$ cat config.mk
export PLATFORM = sky130hd
export DESIGN_NAME = iq_out_formatter
export DESIGN_NICKNAME = d
export VERILOG_FILES = /design/src/rtl/iq_fmt_pkg.sv /design/src/rtl/iq_sync.sv /design/src/rtl/iq_coder.sv /design/src/rtl/iq_slot_fsm.sv /design/src/rtl/iq_out_formatter.sv
export SDC_FILE = /design/constraint.sdc
export NUM_CORES = 1
export LEC_CHECK = 0
export BUFFER_PORTS_ARGS = -buffer_cell sky130_fd_sc_hd__buf_2
export CORE_UTILIZATION = 30
export CTS_BUF_LIST = sky130_fd_sc_hd__clkbuf_4 sky130_fd_sc_hd__clkbuf_8
export CTS_CLUSTER_DIAMETER = 40
export CTS_CLUSTER_SIZE = 24
export DETAILED_ROUTE_END_ITERATION = 7
export GPL_ROUTABILITY_DRIVEN = 0
export PLACE_DENSITY = 0.62
export RECOVER_POWER = 50
export SYNTH_ARGS = -nofsm -noshare
export SYNTH_HDL_FRONTEND = slang
export SYNTH_SLANG_ARGS = --single-unit
$ cat constraint.sdc
create_clock -name clk -period 1.9 [get_ports clk]
set_input_delay 0.095 -clock clk [delete_from_list [all_inputs] [get_ports clk]]
set_output_delay 0.095 -clock clk [all_outputs]
set_load 0.01 [all_outputs]
$ cat src/rtl/iq_fmt_pkg.sv
package iq_fmt_pkg;

    typedef enum logic [2:0] {
        ST_IDLE     = 3'd0,
        ST_PAR_NEW  = 3'd1,
        ST_PAR_HOLD = 3'd2,
        ST_MUX_I    = 3'd3,
        ST_MUX_Q    = 3'd4
    } slot_st_t;

    localparam int CTRL_W = 2;   // {par_mode, twos_fmt}

endpackage

$ cat src/rtl/iq_sync.sv
module iq_sync #(
    parameter int W      = 2,
    parameter int STAGES = 2
) (
    input  logic         clk,
    input  logic         rst_n,
    input  logic [W-1:0] d_in,
    output logic [W-1:0] d_out
);
    logic [W-1:0] chain [STAGES];

    generate
        for (genvar s = 0; s < STAGES; s++) begin : g_stage
            always_ff @(posedge clk or negedge rst_n) begin
                if (!rst_n) begin
                    chain[s] <= '0;
                end else begin
                    if (s == 0) chain[s] <= d_in;
                    else        chain[s] <= chain[(s == 0) ? 0 : s-1];
                end
            end
        end
    endgenerate

    assign d_out = chain[STAGES-1];
endmodule

$ cat src/rtl/iq_coder.sv
module iq_coder #(
    parameter int W = 10
) (
    input  logic [W-1:0] raw,
    input  logic         twos,
    output logic [W-1:0] coded
);
    localparam int MSB = W - 1;

    always_comb begin
        coded      = raw;
        coded[MSB] = raw[MSB] ^ twos;   // offset binary -> two's complement
    end
endmodule

$ cat src/rtl/iq_slot_fsm.sv
module iq_slot_fsm
    import iq_fmt_pkg::*;
(
    input  logic     clk,
    input  logic     rst_n,
    input  logic     par_sel,
    output slot_st_t cur_st,
    output logic     load_par,
    output logic     load_mux,
    output logic     show_q
);
    slot_st_t nxt_st;

    always_ff @(posedge clk or negedge rst_n) begin
        if (!rst_n) cur_st <= ST_IDLE;
        else        cur_st <= nxt_st;
    end

    always_comb begin
        nxt_st = cur_st;
        unique case (cur_st)
            ST_IDLE, ST_PAR_HOLD, ST_MUX_Q:
                nxt_st = par_sel ? ST_PAR_NEW : ST_MUX_I;
            ST_PAR_NEW:
                nxt_st = ST_PAR_HOLD;
            ST_MUX_I:
                nxt_st = ST_MUX_Q;
            default:
                nxt_st = ST_IDLE;
        endcase
    end

    always_comb begin
        load_par = (nxt_st == ST_PAR_NEW);
        load_mux = (nxt_st == ST_MUX_I);
        show_q   = (nxt_st == ST_MUX_Q);
    end
endmodule

$ cat src/rtl/iq_out_formatter.sv
module iq_out_formatter
    import iq_fmt_pkg::*;
#(
    parameter int DATA_W      = 10,
    parameter int SYNC_STAGES = 2
) (
    input  logic              clk,
    input  logic              rst_n,
    input  logic              par_mode,
    input  logic              twos_fmt,
    input  logic [DATA_W-1:0] samp_i,
    input  logic [DATA_W-1:0] samp_q,
    output logic [DATA_W-1:0] out_i,
    output logic [DATA_W-1:0] out_q,
    output logic              chan_stb
);
    logic [CTRL_W-1:0] ctrl_s;
    logic              par_s;
    logic              twos_s;
    logic [DATA_W-1:0] coded_i;
    logic [DATA_W-1:0] coded_q;
    logic [DATA_W-1:0] q_hold;
    slot_st_t          cur_st;
    logic              load_par;
    logic              load_mux;
    logic              show_q;

    iq_sync #(.W(CTRL_W), .STAGES(SYNC_STAGES)) ctrl_sync_i (
        .clk   (clk),
        .rst_n (rst_n),
        .d_in  ({par_mode, twos_fmt}),
        .d_out (ctrl_s)
    );
    assign par_s  = ctrl_s[1];
    assign twos_s = ctrl_s[0];

    iq_coder #(.W(DATA_W)) code_i_i (.raw(samp_i), .twos(twos_s), .coded(coded_i));
    iq_coder #(.W(DATA_W)) code_q_i (.raw(samp_q), .twos(twos_s), .coded(coded_q));

    iq_slot_fsm fsm_i (
        .clk      (clk),
        .rst_n    (rst_n),
        .par_sel  (par_s),
        .cur_st   (cur_st),
        .load_par (load_par),
        .load_mux (load_mux),
        .show_q   (show_q)
    );

    always_ff @(posedge clk or negedge rst_n) begin
        if (!rst_n) begin
            out_i    <= '0;
            out_q    <= '0;
            q_hold   <= '0;
            chan_stb <= 1'b0;
        end else begin
            chan_stb <= load_par | load_mux;
            if (load_par) begin
                out_i  <= coded_i;
                out_q  <= coded_q;
                q_hold <= coded_q;
            end else if (load_mux) begin
                out_i  <= coded_i;
                out_q  <= '0;
                q_hold <= coded_q;
            end else if (show_q) begin
                out_i  <= q_hold;
                out_q  <= '0;
            end
        end
    end
endmodule

==> metrics.txt <==
worst-path fanout max=14; clk buf depth=2; met2 GRT Util=0.190; setup TNS=0 ps; RR Startpoint=fsm_i.cur_st[1]; largest net degree at the start of global routing=39; period utilization=0.837; 1st-pass router iterations=4; HP Start=samp_q[4]; Inserted Diodes=0; CP required=2080 ps; number of clock sinks=38; Final nets=182; met3 usage=0.0486; worst skew pair latency=290 ps; total CTS buffers=5; gr usage total=0.127; via count=998; Pins Over Slew Limit=0; core area=4750 sq um; Clock power frac=0.179; Layout area overhead=24.0%; status=finished clean; post-synthesis mux area share=0.146; average wire per standard cell=13.1 um; Sw Share=0.365; CTS clk-pin slew, worst paths=70 ps; Post-Synth Adder-Cell Area=0; Final Critical Period=1590 ps; critical path startpoint=fsm_i.cur_st[1]; Leak=0.847 nW; compound-cell area share of the yosys netlist=0.117; CP Data Arrival Time=1770 ps; P_sw=1.15 mW; Post-Synth XOR/XNOR Area=0.0117; # IOs=45; total power=3.15 mW; die span in y=72.5 um; vias in the first global route=1031; post-route antenna net violation count=0; layout cells sized above 1=0.296; initial antenna violation count=0; global-route wire length before repair=4940 um; pwr/cell area=1700 nW/um^2; maximum vdd ir drop=0.612 mV; Post-Route WL=2950 um; FF+latch count, synth=38; combinational share of power=0.380; # DRC=0; largest family of logic cells by synthesized area=multiplexers; syn_nets=133; Port Buffer Count=44; worst-margin pin slew=903 ps; die area=5260 sq um; simple-gate share of the synthesized area=0.0453; # fillers=500; Syn Inst Count=109; CTS tree=yes; Cell variety after synth=19; clock skew=7.94 ps; syn avg cell area=13.7 sq um; via/cell ratio=4.42; CP Launch Type=flop; Netlist Area Pre-Place=1490 sq um; GRT overflow=0; HPWL after detailed placement=2130 um; r2r setup slk=310 ps; Hold Vio Cnt, Final=0; Rows=25; relative slew slack=0.398; H-tree depth=2; # setup viols final=0; GRT met1 Usage=0.159; Hold WC Path Type=input port to flop; maximum capacitance violations=0; CP endpoint kind=flop; sequential power share=0.441; Seq/Total Area, Yosys=0.637; f_max=629 MHz; Power Internal=2.00 mW; Most Crowded Layer GR=met2; unrepaired setup endpoints after global routing=no; initial core utilization=0.314; Root Buffer=clkbuf_8; post-CTS resize count=0; crit path kind=flop to flop; synth warn=0; Die W=72.5 um; Iteration-0 DRC Markers=27
-- power by group through the flow --
| stage | logic, mW | registers, mW | clock network (mW) |
|---|---|---|---|
| 2_1_floorplan | 0.874 | 1.45 | 0 |
| 3_3_place_gp | 1.22 | 1.38 | 0 |
| 3_5_place_dp | 1.26 | 1.40 | 0 |
| 4_1_cts | 1.27 | 1.39 | 0.582 |
| 5_1_grt | 1.34 | 1.44 | 0.607 |
| 6_report | 1.20 | 1.39 | 0.566 |
-- cell type report --
class                      count  area [sq um]  share of cell area
sequential                    38           951               0.514
multi-input combinational     63           478               0.258
timing repair buffer          49           239               0.129
tap                           67          83.8              0.0453
clock buffer                   6          82.6              0.0446
clock inverter                 2          12.5             0.00676
inverter                       1          3.75             0.00203
-- repair_timing --
item                                   in CTS  in global routing
endpoints found under the hold margin      40                  0
hold buffers                                3                  0
buffers inserted                            0                  0
-- path summary, 6_finish.rpt --
path / cells after the start / to
max in group asynchronous: 2 / out_q[9]
min in group asynchronous: 2 / out_i[6]
worst min register to register: 0 / ctrl_sync_i.d_out[0]
worst min-delay path: 2 / out_q[4]
worst max register to register: 4 / out_i[9]
worst max-delay path: 4 / out_i[9]
-- registers in the layout, indices dropped and copies added, names as in the netlist --
name,cells
out_i,10
out_q,10
q_hold,10
fsm_i.cur_st,3
ctrl_sync_i.chain,2
ctrl_sync_i.d_out,2
chan_stb,1
-- worst max-delay path: stages (launching register included) --
cell,delay (ps)
dfrtp_1,460
a21oi_2,580
buf_4,230
a221oi_2,50
a21o_1,160
-- stage by stage --
step | instance area, sq um | util | hold WS, ps | cells | setup WS, ps
detailed placement | 1750 | 0.368 | 205 | 215 | 334
global route | 1850 | 0.389 | 46.9 | 226 | 199
finish | 1850 | 0.389 | 43.1 | 226 | 309
CTS | 1880 | 0.395 | 35.5 | 226 | 310
global placement | 1750 | 0.368 | 206 | 215 | 396
floorplan | 1490 | - | -201 | 109 | 560
-- cells by family (layout without fill, tap and decap cells) --
| logic type | Yosys count | after routing |
|---|---|---|
| flip-flops | 38 | 38 |
| multiplexers | 20 | 20 |
| XOR/XNOR | 2 | 2 |
| AND/OR/NAND/NOR | 16 | 16 |
| AO/OA/AOI/OAI | 25 | 25 |
| buffers and inverters | 8 | 58 |
-- layout by cell type (no fill, tap or decap), drive strengths merged --
cell type    instances
dfrtp               38
clkbuf              28
buf                 24
nand2               12
mux2                11
o21ai               11
a22o                 9
mux2i                9
dlygate4sd3          3
a21oi                3
nor2                 2
xnor2                2
or3                  1
and2                 1
inv                  1
a221oi               1
a21o                 1
clkinv               1
clkinvlp             1
-- Yosys cell counts --
cell type / n / area [sq um]
buf_2: 3 / 15.0
mux2_4: 1 / 15.0
dfrtp_1: 38 / 951
mux2i_1: 9 / 90.1
a22o_1: 9 / 78.8
a21o_1: 1 / 7.51
a221oi_2: 1 / 15.0
or3_1: 1 / 6.26
a21oi_2: 1 / 8.76
nor2_1: 2 / 7.51
a21oi_1: 2 / 10.0
o21ai_1: 2 / 10.0
o21ai_0: 9 / 45.0
xnor2_1: 2 / 17.5
buf_6: 4 / 45.0
nand2_1: 12 / 45.0
mux2_2: 10 / 113
inv_1: 1 / 3.75
and2_4: 1 / 8.76
-- metal layers --
layer / vias to the layer above / wire, um
li1: 476 / -
met1: 483 / 1300
met2: 30 / 1410
met3: 9 / 175
met4: 0 / 66
met5: - / 0
(Power assumes the default switching activity.)
